--- src/rtl/dma_evt_pkg.sv ---
package dma_evt_pkg;

    localparam int EVT_COUNT  = 20;
    localparam int WORD_W     = 32;
    localparam int SEL_W      = 3;

    typedef enum logic [SEL_W-1:0] {
        SEL_PEND  = 3'd0,
        SEL_ENA   = 3'd1,
        SEL_PCLR  = 3'd2,
        SEL_MISS  = 3'd3,
        SEL_MCLR  = 3'd4
    } reg_sel_e;

    function automatic int chan_width(input int n);
        return (n > 1) ? $clog2(n) : 1;
    endfunction

endpackage

--- src/rtl/dma_evt_edge.sv ---
module dma_evt_edge #(
    parameter int N = 20
) (
    input  logic         clk,
    input  logic         rst,
    input  logic [N-1:0] lvl,
    output logic [N-1:0] rise
);
    logic [N-1:0] last_q;

    always_ff @(posedge clk) begin
        if (rst) last_q <= '0;
        else     last_q <= lvl;
    end

    assign rise = lvl & ~last_q;
endmodule

--- src/rtl/dma_evt_arb.sv ---
module dma_evt_arb #(
    parameter int N = 20,
    parameter int W = 5
) (
    input  logic [N-1:0] req,
    output logic         gnt_valid,
    output logic [W-1:0] gnt_chan
);
    always_comb begin
        gnt_chan = '0;
        for (int i = N - 1; i >= 0; i--) begin
            if (req[i]) gnt_chan = W'(i);
        end
    end

    assign gnt_valid = |req;
endmodule

--- src/rtl/dma_evt_regs.sv ---
module dma_evt_regs #(
    parameter int N = 20
) (
    input  logic         clk,
    input  logic         rst,
    input  logic [N-1:0] rise,
    input  logic [N-1:0] serve,
    input  logic [N-1:0] pend_clr,
    input  logic [N-1:0] miss_clr,
    input  logic         ena_we,
    input  logic [N-1:0] ena_wdata,
    output logic [N-1:0] pend,
    output logic [N-1:0] ena,
    output logic [N-1:0] miss
);
    logic [N-1:0] pend_q, ena_q, miss_q;
    logic [N-1:0] miss_set;

    // A re-trigger while pending and enabled is lost, except when the
    // same edge coincides with acceptance (the new edge re-arms the bit).
    assign miss_set = rise & pend_q & ena_q & ~serve;

    always_ff @(posedge clk) begin
        if (rst) begin
            pend_q <= '0;
            ena_q  <= '0;
            miss_q <= '0;
        end else begin
            pend_q <= (pend_q & ~(serve | pend_clr)) | rise;
            miss_q <= (miss_q & ~miss_clr) | miss_set;
            if (ena_we) ena_q <= ena_wdata;
        end
    end

    assign pend = pend_q;
    assign ena  = ena_q;
    assign miss = miss_q;
endmodule

--- src/rtl/dma_evt_prio.sv ---
module dma_evt_prio
    import dma_evt_pkg::*;
#(
    parameter int N_EVT  = EVT_COUNT,
    parameter int DATA_W = WORD_W,
    parameter int ADDR_W = SEL_W,
    parameter int CHAN_W = chan_width(N_EVT)
) (
    input  logic              clk,
    input  logic              rst,
    input  logic [N_EVT-1:0]  evt_in,
    input  logic              reg_wr,
    input  logic [ADDR_W-1:0] reg_addr,
    input  logic [DATA_W-1:0] reg_wdata,
    output logic [DATA_W-1:0] reg_rdata,
    output logic              sub_valid,
    output logic [CHAN_W-1:0] sub_chan,
    input  logic              sub_ready
);
    logic [N_EVT-1:0] rise, serve, pend_clr, miss_clr, req;
    logic [N_EVT-1:0] pend_q, en_q, miss_q;
    logic             ena_we;
    logic             wdata_hi_unused;

    assign wdata_hi_unused = ^reg_wdata[DATA_W-1:N_EVT];

    dma_evt_edge #(.N(N_EVT)) u_edge (
        .clk  (clk),
        .rst  (rst),
        .lvl  (evt_in),
        .rise (rise)
    );

    assign req = pend_q & en_q;

    dma_evt_arb #(.N(N_EVT), .W(CHAN_W)) u_arb (
        .req       (req),
        .gnt_valid (sub_valid),
        .gnt_chan  (sub_chan)
    );

    assign serve    = (sub_valid && sub_ready) ? (N_EVT'(1) << sub_chan) : '0;
    assign pend_clr = (reg_wr && reg_addr == ADDR_W'(SEL_PCLR)) ? reg_wdata[N_EVT-1:0] : '0;
    assign miss_clr = (reg_wr && reg_addr == ADDR_W'(SEL_MCLR)) ? reg_wdata[N_EVT-1:0] : '0;
    assign ena_we   = reg_wr && reg_addr == ADDR_W'(SEL_ENA);

    dma_evt_regs #(.N(N_EVT)) u_regs (
        .clk       (clk),
        .rst       (rst),
        .rise      (rise),
        .serve     (serve),
        .pend_clr  (pend_clr),
        .miss_clr  (miss_clr),
        .ena_we    (ena_we),
        .ena_wdata (reg_wdata[N_EVT-1:0]),
        .pend      (pend_q),
        .ena       (en_q),
        .miss      (miss_q)
    );

    always_comb begin
        reg_rdata = '0;
        if (reg_addr == ADDR_W'(SEL_PEND))      reg_rdata[N_EVT-1:0] = pend_q;
        else if (reg_addr == ADDR_W'(SEL_ENA))  reg_rdata[N_EVT-1:0] = en_q;
        else if (reg_addr == ADDR_W'(SEL_MISS)) reg_rdata[N_EVT-1:0] = miss_q;
    end
endmodule

--- config.mk ---
export PLATFORM = sky130hd
export DESIGN_NAME = dma_evt_prio
export DESIGN_NICKNAME = d
export VERILOG_FILES = /design/src/rtl/dma_evt_pkg.sv /design/src/rtl/dma_evt_edge.sv /design/src/rtl/dma_evt_arb.sv /design/src/rtl/dma_evt_regs.sv /design/src/rtl/dma_evt_prio.sv
export SDC_FILE = /design/constraint.sdc
export NUM_CORES = 1
export LEC_CHECK = 0
export ABC_CLOCK_PERIOD_IN_PS = 2800
export BUFFER_PORTS_ARGS = -buffer_cell sky130_fd_sc_hd__buf_2
export CAP_MARGIN = 20
export CORE_MARGIN = 2
export CORE_UTILIZATION = 56
export CTS_BUF_LIST = sky130_fd_sc_hd__clkbuf_8
export CTS_CLUSTER_SIZE = 20
export DETAILED_ROUTE_END_ITERATION = 16
export GPL_TIMING_DRIVEN = 0
export PLACE_DENSITY = 0.8
export SYNTH_ARGS = -nofsm -noshare
export SYNTH_HDL_FRONTEND = slang
export SYNTH_SLANG_ARGS = --single-unit
--- constraint.sdc ---
create_clock -name clk -period 2.8 [get_ports clk]
set_clock_uncertainty 0.05 [all_clocks]
set_input_delay 0.28 -clock clk [delete_from_list [all_inputs] [get_ports clk]]
set_output_delay 0.28 -clock clk [all_outputs]
set_load 0.01 [all_outputs]
==> summary.md <==
| Metric | Value |
|---|---|
| First-pass GRT wire length | 19.3 mm |
| Via Count | 4252 |
| Pleak | 1.97 nW |
| RSZ-0062 raised after global routing | false |
| Final slew viol count | 0 |
| Post-DP Area | 4570 µm² |
| Area share of the largest cell type after synthesis | 0.395 |
| Number of global-route vias before repair | 3999 |
| Post-synthesis mux area share | 0.0556 |
| Syn avg cell area | 7.96 µm² |
| Drt drc | 0 |
| Core area | 7140 µm² |
| WS Path Type | flop to primary output |
| Commonest non-fill, non-tap cell in the layout | nand2_1 |
| Post-Syn Instances | 509 |
| Final setup viols | 0 |
| Die W | 89.0 µm |
| Rel. slew slack | 0.503 |
| Total power | 2.56 mW |
| Worst setup SP type | flop |
| Grt met2 use | 0.540 |
| GRT met3 Usage | 0.0600 |
| Worst setup margin | 0.447 ns |
| Critical path capture point type | primary output |
| GRT Max-Usage Layer | met2 |
| Antenna violations before repair | 0 |
| I/O Buffers | 71 |
| CTS root buffer | clkbuf_8 |
| Rows | 31 |
| Final net count | 661 |
| Synthesized area | 4050 µm² |
| Minimum hold slack | 0.0784 ns |
| Post-Synth Simple-Gate Area | 0.268 |
| # diodes | 0 |
| Crit-path max FO | 5 |
| Total of max-cap violations | 0 |
| Compound-gate portion of the synthesized area | 0.227 |
| VDD IR max | 334 µV |
| Pre-antenna DRT Iters | 5 |
| Status | finished, final reports clean |
| Die ar. | 7930 µm² |
| Starting density of the core | 0.567 |
| Fin area | 4800 µm² |
| Die Y | 89.0 µm |
| Post-CTS setup buffer count | 0 |
| Number of synthesized flops with an enable pin | 0 |
| Max Clk Rate | 425 MHz |
| Post-DRT Antenna Nets | 0 |
| P&R area growth vs syn | 18.5% |
| Worst-margin pin slew | 0.746 ns |
| Synth area leaders | dfxtp_1, nand2_1, mux2_2, nor2b_1, a21oi_1 |
| Synth Area in XOR/XNOR | 0 |
| Worst EP required | 2.47 ns |
| Grt met1 use | 0.394 |
| CTS clk-pin slew, worst paths | 0.08 ns |
| Largest net degree at the start of global routing | 13 |
| Min-delay worst type | primary input to flop |
| Post-Synth Adder-Cell Area | 0 |
| Post-CTS Hold Buffers | 0 |
| Placed insts | 690 |
| Final Core Density | 0.673 |
| TNS Setup | 0 ns |
| Critical path arrival | 2.02 ns |
| Overall Global Routing Usage | 0.323 |
| Share of layout cells above drive strength 1 | 0.211 |
| Pre-CTS setup slack | 0.543 ns |
| Top_reg_cell synth | dfxtp_1 |
| Final Hold Viols | 0 |
| Pwr Density | 533 nW/µm² |
| Worst skew pair latency | 0.36 ns |
| Clk buf depth | 2 |
| # IOs | 97 |
| Routability cong. | 0.915 |
| Yosys cell types | 55 |
| Post-synthesis sequential area ratio | 0.395 |
| Post-cts resize count | 0 |
| Yosys reg bits | 80 |
| Main combinational cell family by area after synthesis | simple AND/OR/NAND/NOR gates |
| GR Overflow Total | 0 |
| H-tree depth | 3 |
| # clock sinks | 80 |
| YS warnings | 0 |
| Post-detail-place hpwl | 8.87 mm |
| Tmin final | 2.35 ns |
| Finished Layout Cells | 706 |
| Detailed-route wire length per cell | 17.6 µm |
| Cell taking the most area after synthesis | dfxtp_1 |
| Routed wire length | 12.5 mm |
| CTS Buf Count | 9 |
| CTS tree | yes |
| Async set-reset flop share out of synthesis | 0 |
| Most frequent cells in the layout | nand2_1, dfxtp_1, buf_2 |
| DR iter-0 viols | 377 |
| Filler cell count | 659 |
| Period utilization | 0.840 |
| Post-DR vias/cell | 6.02 |
## per-layer routing
metal	vias up	wire length [µm]
li1	1986	-
met1	1970	5120
met2	247	5940
met3	49	923
met4	0	467
met5	-	0
## final cells by class
class | count | area, µm² | area share
tap | 99 | 124 | 0.0258
clock buffer | 9 | 124 | 0.0258
sequential | 80 | 1600 | 0.334
clock inverter | 7 | 105 | 0.0219
multi-input combinational | 395 | 2280 | 0.474
inverter | 8 | 30.0 | 0.00626
timing repair buffer | 71 | 355 | 0.0740
buffer | 37 | 184 | 0.0383
## worst paths after layout
check / startpoint / endpoint / slack (ns) / depth (start not counted)
hold reg to reg: u_regs.miss[13]$_SDFF_PP0_ / u_regs.miss[13]$_SDFF_PP0_ / 0.41 / 2
setup reg to reg: u_regs.pend[11]$_SDFF_PP0_ / u_regs.pend[12]$_SDFF_PP0_ / 0.45 / 6
setup / recovery: u_regs.pend[11]$_SDFF_PP0_ / sub_chan[4] / 0.45 / 6
hold / removal: evt_in[18] / u_edge.last_q[18]$_SDFF_PP0_ / 0.08 / 3
## worst max-delay path: stages (launching register included)
cell and delay [ns]:
dfxtp_1 0.36, a22o_1 0.26, a221oi_1 0.45, and2b_1 0.29, nand2_1 0.07, nor2_1 0.09
buf_2 0.14
## Yosys cell counts (9+ instances only)
cell      count
buf_4        12
o22ai_1       9
a21oi_1      37
nand2_1     118
dfxtp_1      80
nor2b_1      30
mux2_2       20
clkbuf_1     18
a22oi_1      23
nor2_1       35
nand3_1      20
## where the power goes
group	internal (mW)	total, mW	switching [mW]
clock	0.580	0.998	0.418
sequential	1.19	1.25	0.0582
combinational	0.124	0.312	0.189
total	1.89	2.56	0.665
## cells by family after synthesis
kind of cell,count (synthesis)
and+or+nand+nor,235
AOI/OAI and AO/OA,128
DFF,80
buffers and inverters,45
muxes,20
other,1
## registers in the layout, summed over array words and instances, names as in the netlist
| register | flops |
|---|---|
| u_regs.ena | 20 |
| u_regs.miss | 20 |
| u_edge.last_q | 20 |
| u_regs.pend | 20 |
Power figures use the tool's default switching activity.
